<file path="config.mk">
export PLATFORM = sky130hd
export DESIGN_NAME = eeprom_bytewr_ctrl
export DESIGN_NICKNAME = d
export VERILOG_FILES = /design/src/rtl/eewr_pkg.sv /design/src/rtl/eewr_bit_engine.sv /design/src/rtl/eewr_poll_timer.sv /design/src/rtl/eewr_seq.sv /design/src/rtl/eeprom_bytewr_ctrl.sv
export SDC_FILE = /design/constraint.sdc
export NUM_CORES = 1
export LEC_CHECK = 0
export BUFFER_PORTS_ARGS = -buffer_cell sky130_fd_sc_hd__buf_4
export CAP_MARGIN = 20
export CORE_MARGIN = 4
export CORE_UTILIZATION = 45
export CTS_CLUSTER_DIAMETER = 150
export DETAILED_ROUTE_END_ITERATION = 16
export PLACE_DENSITY = 0.71
export SLEW_MARGIN = 20
export SYNTH_ARGS = -nofsm -noshare
export SYNTH_HDL_FRONTEND = slang
export SYNTH_SLANG_ARGS = --single-unit
export TNS_END_PERCENT = 1
</file>
<file path="constraint.sdc">
create_clock -name clk -period 4.73 [get_ports clk]
set_input_delay 0.2365 -clock clk [delete_from_list [all_inputs] [get_ports clk]]
set_output_delay 0.2365 -clock clk [all_outputs]
set_load 0.005 [all_outputs]
</file>
<file path="src/rtl/eewr_pkg.sv">
package eewr_pkg;

  localparam int BYTE_W = 8;

  // write-mode control byte: device code 1010, select 000, R/W = 0
  localparam logic [BYTE_W-1:0] WRITE_CTRL = 8'hA0;

  typedef enum logic [1:0] {
    BC_START,
    BC_STOP,
    BC_BIT
  } bit_cmd_e;

  typedef enum logic [3:0] {
    S_IDLE,
    S_W_START,
    S_W_CTRL,
    S_W_ADDR,
    S_W_DATA,
    S_W_STOP,
    S_P_START,
    S_P_CTRL,
    S_P_STOP,
    S_C_START,
    S_C_STOP,
    S_FINISH
  } seq_state_e;

endpackage

</file>
<file path="src/rtl/eewr_bit_engine.sv">
module eewr_bit_engine
  import eewr_pkg::*;
#(
  parameter int QDIV = 312
) (
  input  logic     clk,
  input  logic     rst,
  input  logic     cmd_valid,
  input  bit_cmd_e cmd,
  input  logic     cmd_bit,
  output logic     ready,
  output logic     done,
  output logic     rx_bit,
  input  logic     sda_in,
  output logic     scl_low,
  output logic     sda_low
);

  localparam int DW = (QDIV > 1) ? $clog2(QDIV) : 1;
  localparam logic [DW-1:0] DIV_LAST = DW'(QDIV - 1);

  logic [1:0]    sda_sync;
  logic          active;
  logic [1:0]    phase;
  logic [DW-1:0] div;
  bit_cmd_e      cur_cmd;
  logic          cur_bit;

  // line levels per quarter phase, returned as {scl_high, sda_high}
  function automatic logic [1:0] levels(bit_cmd_e c, logic b, logic [1:0] ph);
    logic mid;
    mid = (ph == 2'd1) || (ph == 2'd2);
    case (c)
      BC_START: levels = {mid, ph < 2'd2};
      BC_STOP:  levels = {ph != 2'd0, ph >= 2'd2};
      default:  levels = {mid, b};
    endcase
  endfunction

  assign ready = !active;

  always_ff @(posedge clk) begin
    if (rst) begin
      sda_sync <= 2'b11;
    end else begin
      sda_sync <= {sda_sync[0], sda_in};
    end
  end

  always_ff @(posedge clk) begin
    if (rst) begin
      active  <= 1'b0;
      phase   <= 2'd0;
      div     <= '0;
      cur_cmd <= BC_STOP;
      cur_bit <= 1'b1;
      scl_low <= 1'b0;
      sda_low <= 1'b0;
      done    <= 1'b0;
      rx_bit  <= 1'b1;
    end else begin
      done <= 1'b0;
      if (!active) begin
        if (cmd_valid) begin
          active             <= 1'b1;
          phase              <= 2'd0;
          div                <= '0;
          cur_cmd            <= cmd;
          cur_bit            <= cmd_bit;
          {scl_low, sda_low} <= ~levels(cmd, cmd_bit, 2'd0);
        end
      end else if (div == DIV_LAST) begin
        div <= '0;
        if (phase == 2'd1) rx_bit <= sda_sync[1];
        if (phase == 2'd3) begin
          active <= 1'b0;
          done   <= 1'b1;
        end else begin
          phase              <= phase + 2'd1;
          {scl_low, sda_low} <= ~levels(cur_cmd, cur_bit, phase + 2'd1);
        end
      end else begin
        div <= div + 1'b1;
      end
    end
  end

  // while SCL stays high, SDA may move only as part of start or stop
  p_sda_quiet_r10: assert property (@(posedge clk) disable iff (rst)
    (!scl_low && $past(!scl_low) && !$stable(sda_low)) |-> (cur_cmd != BC_BIT));

  // completion is reported only once the engine is idle again
  p_done_idle_r10: assert property (@(posedge clk) disable iff (rst)
    done |-> !active);

endmodule

</file>
<file path="src/rtl/eewr_poll_timer.sv">
module eewr_poll_timer #(
  parameter int LIMIT = 3_750_000
) (
  input  logic clk,
  input  logic rst,
  input  logic run,
  output logic expired
);

  localparam int CW = (LIMIT > 1) ? $clog2(LIMIT + 1) : 1;
  localparam logic [CW-1:0] CNT_LAST = CW'(LIMIT - 1);

  logic [CW-1:0] cnt;

  always_ff @(posedge clk) begin
    if (rst || !run) begin
      cnt     <= '0;
      expired <= 1'b0;
    end else if (cnt == CNT_LAST) begin
      expired <= 1'b1;
    end else begin
      cnt <= cnt + 1'b1;
    end
  end

  // once expired during polling, the flag holds until polling stops
  p_expire_hold_r8: assert property (@(posedge clk) disable iff (rst)
    (run && expired) |=> expired);

  // leaving the poll phase clears the timer
  p_idle_clear_r8: assert property (@(posedge clk) disable iff (rst)
    !run |=> !expired);

endmodule

</file>
<file path="src/rtl/eewr_seq.sv">
module eewr_seq
  import eewr_pkg::*;
(
  input  logic              clk,
  input  logic              rst,
  input  logic              start,
  input  logic [BYTE_W-1:0] word_addr,
  input  logic [BYTE_W-1:0] wr_data,
  input  logic              eng_ready,
  input  logic              eng_done,
  input  logic              eng_rx,
  input  logic              tmo_expired,
  output logic              cmd_valid,
  output bit_cmd_e          cmd,
  output logic              cmd_bit,
  output logic              tmo_run,
  output logic              busy,
  output logic              done,
  output logic              err
);

  localparam logic [3:0] ACK_SLOT = 4'(BYTE_W);

  seq_state_e        state;
  logic [3:0]        bitcnt;
  logic [BYTE_W-1:0] shreg;
  logic [BYTE_W-1:0] addr_q;
  logic [BYTE_W-1:0] data_q;
  logic              pending;
  logic              err_pend;
  logic              last_bit;
  logic              acked;

  assign last_bit = (bitcnt == ACK_SLOT);
  assign acked    = !eng_rx;

  always_comb begin
    cmd_valid = !pending && (state != S_IDLE) && (state != S_FINISH);
    case (state)
      S_W_START, S_P_START, S_C_START: cmd = BC_START;
      S_W_STOP, S_P_STOP, S_C_STOP:    cmd = BC_STOP;
      default:                         cmd = BC_BIT;
    endcase
    cmd_bit = last_bit ? 1'b1 : shreg[BYTE_W-1];
    tmo_run = (state == S_P_START) || (state == S_P_CTRL) || (state == S_P_STOP);
  end

  always_ff @(posedge clk) begin
    if (rst) begin
      state    <= S_IDLE;
      bitcnt   <= '0;
      shreg    <= '0;
      addr_q   <= '0;
      data_q   <= '0;
      pending  <= 1'b0;
      err_pend <= 1'b0;
      busy     <= 1'b0;
      done     <= 1'b0;
      err      <= 1'b0;
    end else begin
      done <= 1'b0;
      if (cmd_valid && eng_ready) pending <= 1'b1;
      if (state == S_IDLE) begin
        if (start) begin
          busy     <= 1'b1;
          err      <= 1'b0;
          err_pend <= 1'b0;
          addr_q   <= word_addr;
          data_q   <= wr_data;
          state    <= S_W_START;
        end
      end else if (state == S_FINISH) begin
        busy  <= 1'b0;
        done  <= 1'b1;
        err   <= err_pend;
        state <= S_IDLE;
      end else if (pending && eng_done) begin
        pending <= 1'b0;
        case (state)
          S_W_START, S_P_START: begin
            state  <= (state == S_W_START) ? S_W_CTRL : S_P_CTRL;
            shreg  <= WRITE_CTRL;
            bitcnt <= '0;
          end
          S_W_CTRL, S_W_ADDR, S_W_DATA, S_P_CTRL: begin
            if (!last_bit) begin
              shreg  <= {shreg[BYTE_W-2:0], 1'b0};
              bitcnt <= bitcnt + 4'd1;
            end else begin
              bitcnt <= '0;
              case (state)
                S_W_CTRL: begin
                  if (acked) begin
                    state <= S_W_ADDR;
                    shreg <= addr_q;
                  end else begin
                    err_pend <= 1'b1;
                    state    <= S_W_STOP;
                  end
                end
                S_W_ADDR: begin
                  if (acked) begin
                    state <= S_W_DATA;
                    shreg <= data_q;
                  end else begin
                    err_pend <= 1'b1;
                    state    <= S_W_STOP;
                  end
                end
                S_W_DATA: begin
                  if (!acked) err_pend <= 1'b1;
                  state <= S_W_STOP;
                end
                default: state <= acked ? S_C_START : S_P_STOP;
              endcase
            end
          end
          S_W_STOP:  state <= err_pend ? S_FINISH : S_P_START;
          S_P_STOP: begin
            if (tmo_expired) begin
              err_pend <= 1'b1;
              state    <= S_FINISH;
            end else begin
              state <= S_P_START;
            end
          end
          S_C_START: state <= S_C_STOP;
          S_C_STOP:  state <= S_FINISH;
          default:   state <= S_IDLE;
        endcase
      end
    end
  end

  // a command is offered to the bit engine only when it is idle
  p_cmd_ready_r3: assert property (@(posedge clk) disable iff (rst)
    cmd_valid |-> eng_ready);

  // done lasts one cycle
  p_done_pulse_r9: assert property (@(posedge clk) disable iff (rst)
    done |=> !done);

  // busy is low while done is high
  p_busy_done_r9: assert property (@(posedge clk) disable iff (rst)
    done |-> !busy);

  // an accepted command clears the error flag
  p_err_clear_r2: assert property (@(posedge clk) disable iff (rst)
    (busy && !$past(busy)) |-> !err);

  // polling never starts after a refused write frame
  p_no_poll_after_nack_r5: assert property (@(posedge clk) disable iff (rst)
    (state == S_P_START) |-> !err_pend);

  // a refused poll without timeout leads to another poll
  p_repoll_r6: assert property (@(posedge clk) disable iff (rst)
    (state == S_P_STOP && pending && eng_done && !tmo_expired) |=> (state == S_P_START));

endmodule

</file>
<file path="src/rtl/eeprom_bytewr_ctrl.sv">
module eeprom_bytewr_ctrl
  import eewr_pkg::*;
#(
  parameter int CLK_HZ      = 125_000_000,
  parameter int SCL_HZ      = 100_000,
  parameter int QUARTER_DIV = CLK_HZ / (4 * SCL_HZ),
  parameter int TIMEOUT_CYC = (CLK_HZ / 1000) * 30
) (
  input  logic       clk,
  input  logic       rst,
  input  logic       start,
  input  logic [7:0] word_addr,
  input  logic [7:0] wr_data,
  input  logic       sda_in,
  output logic       scl_drive_low,
  output logic       sda_drive_low,
  output logic       busy,
  output logic       done,
  output logic       err
);

  logic     cmd_valid;
  bit_cmd_e cmd;
  logic     cmd_bit;
  logic     eng_ready;
  logic     eng_done;
  logic     eng_rx;
  logic     tmo_run;
  logic     tmo_expired;

  eewr_seq u_seq (
    .clk         (clk),
    .rst         (rst),
    .start       (start),
    .word_addr   (word_addr),
    .wr_data     (wr_data),
    .eng_ready   (eng_ready),
    .eng_done    (eng_done),
    .eng_rx      (eng_rx),
    .tmo_expired (tmo_expired),
    .cmd_valid   (cmd_valid),
    .cmd         (cmd),
    .cmd_bit     (cmd_bit),
    .tmo_run     (tmo_run),
    .busy        (busy),
    .done        (done),
    .err         (err)
  );

  eewr_bit_engine #(.QDIV(QUARTER_DIV)) u_bits (
    .clk       (clk),
    .rst       (rst),
    .cmd_valid (cmd_valid),
    .cmd       (cmd),
    .cmd_bit   (cmd_bit),
    .ready     (eng_ready),
    .done      (eng_done),
    .rx_bit    (eng_rx),
    .sda_in    (sda_in),
    .scl_low   (scl_drive_low),
    .sda_low   (sda_drive_low)
  );

  eewr_poll_timer #(.LIMIT(TIMEOUT_CYC)) u_tmo (
    .clk     (clk),
    .rst     (rst),
    .run     (tmo_run),
    .expired (tmo_expired)
  );

endmodule

</file>
==> impl_results.md, run 1 <==
* Outcome: finished, final reports clean
* Crit path DAT at 2.85 ns
* Buffers added on ports at 24
* Tcrit/Tclk final at 53.95%
* CTS tree: built
* Tightest Hold Check Type: in2reg
* Worst-Skew Late Latency at 0.35 ns
* Std cell rows at 34
* Fin. Hold Viols at 0
* Syn nets at 515
* Ys flop type: dfxtp_1
* Overflow after GRT at 0
* Filler cell count at 840
* Buf/Inv on CP at 0
* RePlAce Congestion at 0.9044
* Max incr delay on CP at 0.86 ns
* Required time of the critical path at 5.03 ns
* I/O pins at 25
* Post-synthesis sequential element count at 81
* Most common cell in the synthesized netlist: dfxtp_1
* Worst Tran Pin Value at 0.8134 ns
* Worst Hold Margin at 0.07540 ns
* DRT Pass-1 Iters at 4
* Root buffer cell: clkbuf_8
* Ys async rst share at 0%
* Slowest cell on crit path: dfxtp_1
* Cell family with most CP delay: flip-flops
* Global route hottest layer: met2
* H-tree depth at 3
* Dpl cells at 592
* Type of origin of the critical path: flop
* Crit end category: flop
* Total GRT Usage at 17.87%
* Top-area cell type share of the netlist area at 39.74%
* Seq/Total Area, Yosys at 39.74%
* Die width at 103.2 µm
* DRC marker count from the first detailed-route iteration at 218
* Critical path class: reg2reg
* Postcts setup bufs at 0
* Cells after Synth at 489
* Initial Util at 46.56%
* Biggest area consumer among synthesized cells: dfxtp_1
* Post-Layout Cell Count at 608
* Synth Warn # at 0
* CTS Buf Count at 9
* Slew Viols, Final at 0
* Power Density at 455.0 nW/µm²
* Avg Cell Area, Syn at 8.344 µm²
* Clock-pin slew on the worst setup and hold paths at 0.09 ns
* First-pass GRT wire length at 15380 µm
* Die height at 103.2 µm
* Setup TNS at 0 ns
* Vias in the first global route at 3335
* Commonest cells in the netlist: dfxtp_1, nand2_1, a21oi_1, nor2_1, clkbuf_1
* Pre-CTS WS at 1.886 ns
* # resized after CTS at 0
* Static Leak at 1.456 nW
* Area Overhead vs Synth at 9.782%
* Placed inst area at 4292 µm²
* Nets at 521
* Core region area at 8763 µm²
* Initial antenna violation count at 0
* DR vias at 3547
* Number of max-cap violations at 0
* Final worst slack at 2.178 ns
* Fin area at 4479 µm²
* ANT cells at 0
* DIE AREA at 10650 µm²
* Avg WL per Cell at 14.28 µm
* Worst vdd ir at 0.2241 mV
* Hold-fix buffers, CTS at 0
* EDFF count, synth at 0
* Unrepaired setup endpoints after global routing: no
* Relative slew slack at 45.70%
* CTS sink count at 81
* Largest net degree at the start of global routing at 58
* Post-route ant nets at 0
* Post-Syn Area at 4080 µm²
* Fin util at 51.11%
* Met2 Use GR at 28.86%
* Tmin final at 2.552 ns
* Via/cell ratio at 5.834
* Drt drc at 0
* Max Clock Skew at 0.01339 ns
* Met3 GRT Util at 3.756%
* Post-DP HPWL at 6059 µm
* Fraction of layout cells with a size suffix above 1 at 12.80%
* Synth top area cells: dfxtp_1, nand2_1, a21oi_1, mux2i_1, o21ai_0
* Crit Path Max Fanout at 27
* Max clock buf depth at 2
* Total power at 2.038 mW
* Count of final setup violators at 0
* GR Util met1 at 23.18%
* Fmax at 391.8 MHz
* Distinct cells, synth at 67
* Drt total wl at 8680 µm
* Worst path cell trace: nor4bb_4 -> mux2i_1 -> a2111oi_0 -> mux2_2
## flip-flops by register name, indices dropped and copies added, names as in the netlist
signal / count
u_seq.addr_q: 8
u_bits.cur_bit: 1
u_seq.shreg: 8
u_bits.scl_low: 1
u_seq.pending: 1
u_seq.err_pend: 1
u_bits.sda_low: 1
u_bits.sda_sync: 2
u_tmo.expired: 1
u_seq.bitcnt: 4
u_seq.done: 1
u_bits.done: 1
u_bits.rx_bit: 1
u_seq.err: 1
u_bits.cur_cmd: 2
u_bits.phase: 2
u_seq.data_q: 8
u_seq.busy: 1
u_bits.active: 1
u_seq.state: 4
u_tmo.cnt: 22
u_bits.div: 9
## logic make-up after synthesis
group | count (synthesis) | share of synthesized area, %
XOR/XNOR | 12 | 2.576
buffers and inverters | 49 | 4.630
AO/OA/AOI/OAI | 122 | 19.63
AND/OR/NAND/NOR | 198 | 26.16
adder cells (fa/ha/maj) | 6 | 1.840
flip-flops | 81 | 39.74
multiplexers | 21 | 5.428
## cell type report
class	count	area [µm²]	share of cell area, %
well taps	108	135.1	3.017
inverters	19	71.32	1.592
multi-input cells	359	2285	51.01
clock buffers	9	123.9	2.765
flip-flops and latches	81	1622	36.20
repair buffers	25	187.7	4.190
clock inverters	7	55.05	1.229
## layout by cell type, fill, tap and decap left out, drive strengths merged, types with 6 or more instances in the layout
master   n
o21ai   22
mux2i   12
xnor2    7
a31oi    8
ha       6
nor2b    7
nand2b   6
a211oi   9
nand3   18
dfxtp   81
mux2     9
inv     21
nand2   57
nor2    24
nor3    16
nand4   14
buf     25
a21oi   42
clkbuf   9
or3     16
## worst paths after layout
path                      start  cells after the start                  to  slack (ns)
max              u_seq.state[1]                      4      u_seq.shreg[1]        2.18
min                      sda_in                      2  u_bits.sda_sync[0]        0.08
max reg2reg      u_seq.state[1]                      4      u_seq.shreg[1]        2.18
min reg2reg  u_bits.sda_sync[0]                      1  u_bits.sda_sync[1]        0.42
## power breakdown
part / internal, mW / switching (mW) / leakage [nW]
combinational: 0.260 / 0.397 / 0.706
sequential: 0.773 / 0.146 / 0.658
clock: 0.196 / 0.266 / 0.0915
total: 1.23 / 0.809 / 1.46
## layer usage
metal | part of all wire [%] | vias to the layer above
met2 | 47 | 53
met3 | 4.2 | 12
li1 | - | 1810
met4 | 1.7 | 0
met5 | 0 | -
met1 | 47 | 1672
Power figures use the tool's default switching activity.
==> inputs of run 2 (changes only) <==
PLACE_DENSITY = 0.73   (was 0.71)
clock period = 2.1 ns   (was 4.73 ns; I/O delays follow)
==> impl_results.md, run 2 (synthesis results as in run 1) <==
* Setup TNS at 0 ns
* Met2 Use GR at 32.66%
* DRC marker count from the first detailed-route iteration at 280
* Fmax at 497.5 MHz
* Drt drc at 0
* Final worst slack at 0.08977 ns
* Required time of the critical path at 2.39 ns
* Largest registers: u_tmo.cnt (22), u_bits.div (9)
* H-tree depth at 3
* Vias in the first global route at 3585
* Worst Hold Margin at 0.007315 ns
* Core region area at 8763 µm²
* Fin. Hold Viols at 0
* ANT cells at 0
* Worst path cell trace: or4b_1 -> o21a_1 -> or4_1 -> a31oi_1
* Crit path DAT at 2.30 ns
* Worst-Skew Late Latency at 0.35 ns
* Crit Path Max Fanout at 13
* CTS Buf Count at 9
* Static Leak at 1.633 nW
* Die height at 103.2 µm
* Relative slew slack at 52.01%
* Nets at 557
* Total GRT Usage at 18.89%
* Buffers added on ports at 24
* Initial antenna violation count at 0
* Clock-pin slew on the worst setup and hold paths at 0.09 ns
* GR Util met1 at 23.22%
* Avg WL per Cell at 14.84 µm
* Crit end category: flop
* Post-DP HPWL at 6598 µm
* Area Overhead vs Synth at 18.00%
* Most flop-heavy register: u_tmo.cnt
* Commonest non-fill, non-tap cell in the layout: dfxtp_1
* Post-route ant nets at 0
* First-pass GRT wire length at 16210 µm
* Power Density at 1050 nW/µm²
* Drt total wl at 9543 µm
* Number of max-cap violations at 0
* Initial Util at 46.56%
* Outcome: finished, final reports clean
* Global route hottest layer: met2
* Slew Viols, Final at 0
* I/O pins at 25
* Cell family with most CP delay: simple AND/OR/NAND/NOR gates
* Overflow after GRT at 0
* Fin area at 4815 µm²
* Max incr delay on CP at 0.60 ns
* Std cell rows at 34
* Worst Tran Pin Value at 0.7144 ns
* Largest net degree at the start of global routing at 34
* Fraction of layout cells with a size suffix above 1 at 16.45%
* DR vias at 3751
* Postcts setup bufs at 0
* CTS sink count at 81
* Type of origin of the critical path: flop
* Count of final setup violators at 0
* Root buffer cell: clkbuf_8
* Buf/Inv on CP at 0
* Max clock buf depth at 2
* Max Clock Skew at 0.01120 ns
* Met3 GRT Util at 3.689%
* Most frequent cells in the layout: dfxtp_1, nand2_1, buf_4
* CTS tree: built
* Tightest Hold Check Type: in2reg
* DIE AREA at 10650 µm²
* Max reg flops at 22
* Tmin final at 2.010 ns
* Post-Layout Cell Count at 643
* Slowest cell on crit path: or4b_1
* Pre-CTS WS at 0.1211 ns
* RePlAce Congestion at 0.9066
* Tcrit/Tclk final at 95.73%
* Dpl cells at 615
* Fin util at 54.94%
* Die width at 103.2 µm
* Critical path class: reg2reg
* DRT Pass-1 Iters at 5
* Worst vdd ir at 0.5192 mV
* Via/cell ratio at 5.834
* Filler cell count at 810
* Total power at 5.054 mW
* Placed inst area at 4464 µm²
* Unrepaired setup endpoints after global routing: no
## run 2: cell count changes in the layout (fill, tap and decap cells not counted), moves of 2 or more
| cell | previous run | this run |
|---|---|---|
| buf_4 | 25 | 48 |
| bufinv_16 | 0 | 2 |
| clkinv_4 | 2 | 0 |
| dlygate4sd3_1 | 0 | 13 |
## run 2: repair_timing
action / CTS / global route
endpoints found under the hold margin: 13 / 0
hold buffers: 13 / 0
resized for setup: 0 / 2
setup endpoints to repair: 0 / 4
## run 2: cell type report
| class | instances | area (µm²) | share of cell area [%] |
|---|---|---|---|
| clock buffers | 10 | 137.6 | 2.859 |
| inverters | 19 | 71.32 | 1.481 |
| well taps | 108 | 135.1 | 2.807 |
| multi-input cells | 359 | 2277 | 47.30 |
| flip-flops and latches | 81 | 1623 | 33.71 |
| clock inverters | 5 | 80.08 | 1.663 |
| repair buffers | 61 | 490.5 | 10.19 |
## run 2: worst paths after layout
kind | start | to | slack, ns | cells past startpoint
max | u_seq.state[0] | u_seq.bitcnt[3] | 0.09 | 4
min | word_addr[4] | u_seq.addr_q[4] | 0.007 | 3
max reg2reg | u_seq.state[0] | u_seq.bitcnt[3] | 0.09 | 4
min reg2reg | u_bits.sda_sync[0] | u_bits.sda_sync[1] | 0.43 | 1
## run 2: power breakdown
| part | total, mW | switching (mW) | internal [mW] |
|---|---|---|---|
| Clock | 1.25 | 0.558 | 0.693 |
| Sequential | 1.91 | 0.170 | 1.74 |
| Combinational | 1.89 | 1.14 | 0.751 |
| Total | 5.05 | 1.87 | 3.19 |
## run 2: metal layers
metal	share of wire [%]	vias to the layer above
met5	0	-
li1	-	1875
met1	46	1780
met4	1.3	0
met3	4.1	11
met2	49	85
## run 2: worst register-to-register path, delay by kind of cell (launching register included)
family,cells,cell delay [ns]
AO/OA/AOI/OAI,2,0.41
AND/OR/NAND/NOR,2,1.12
flip-flops,1,0.43
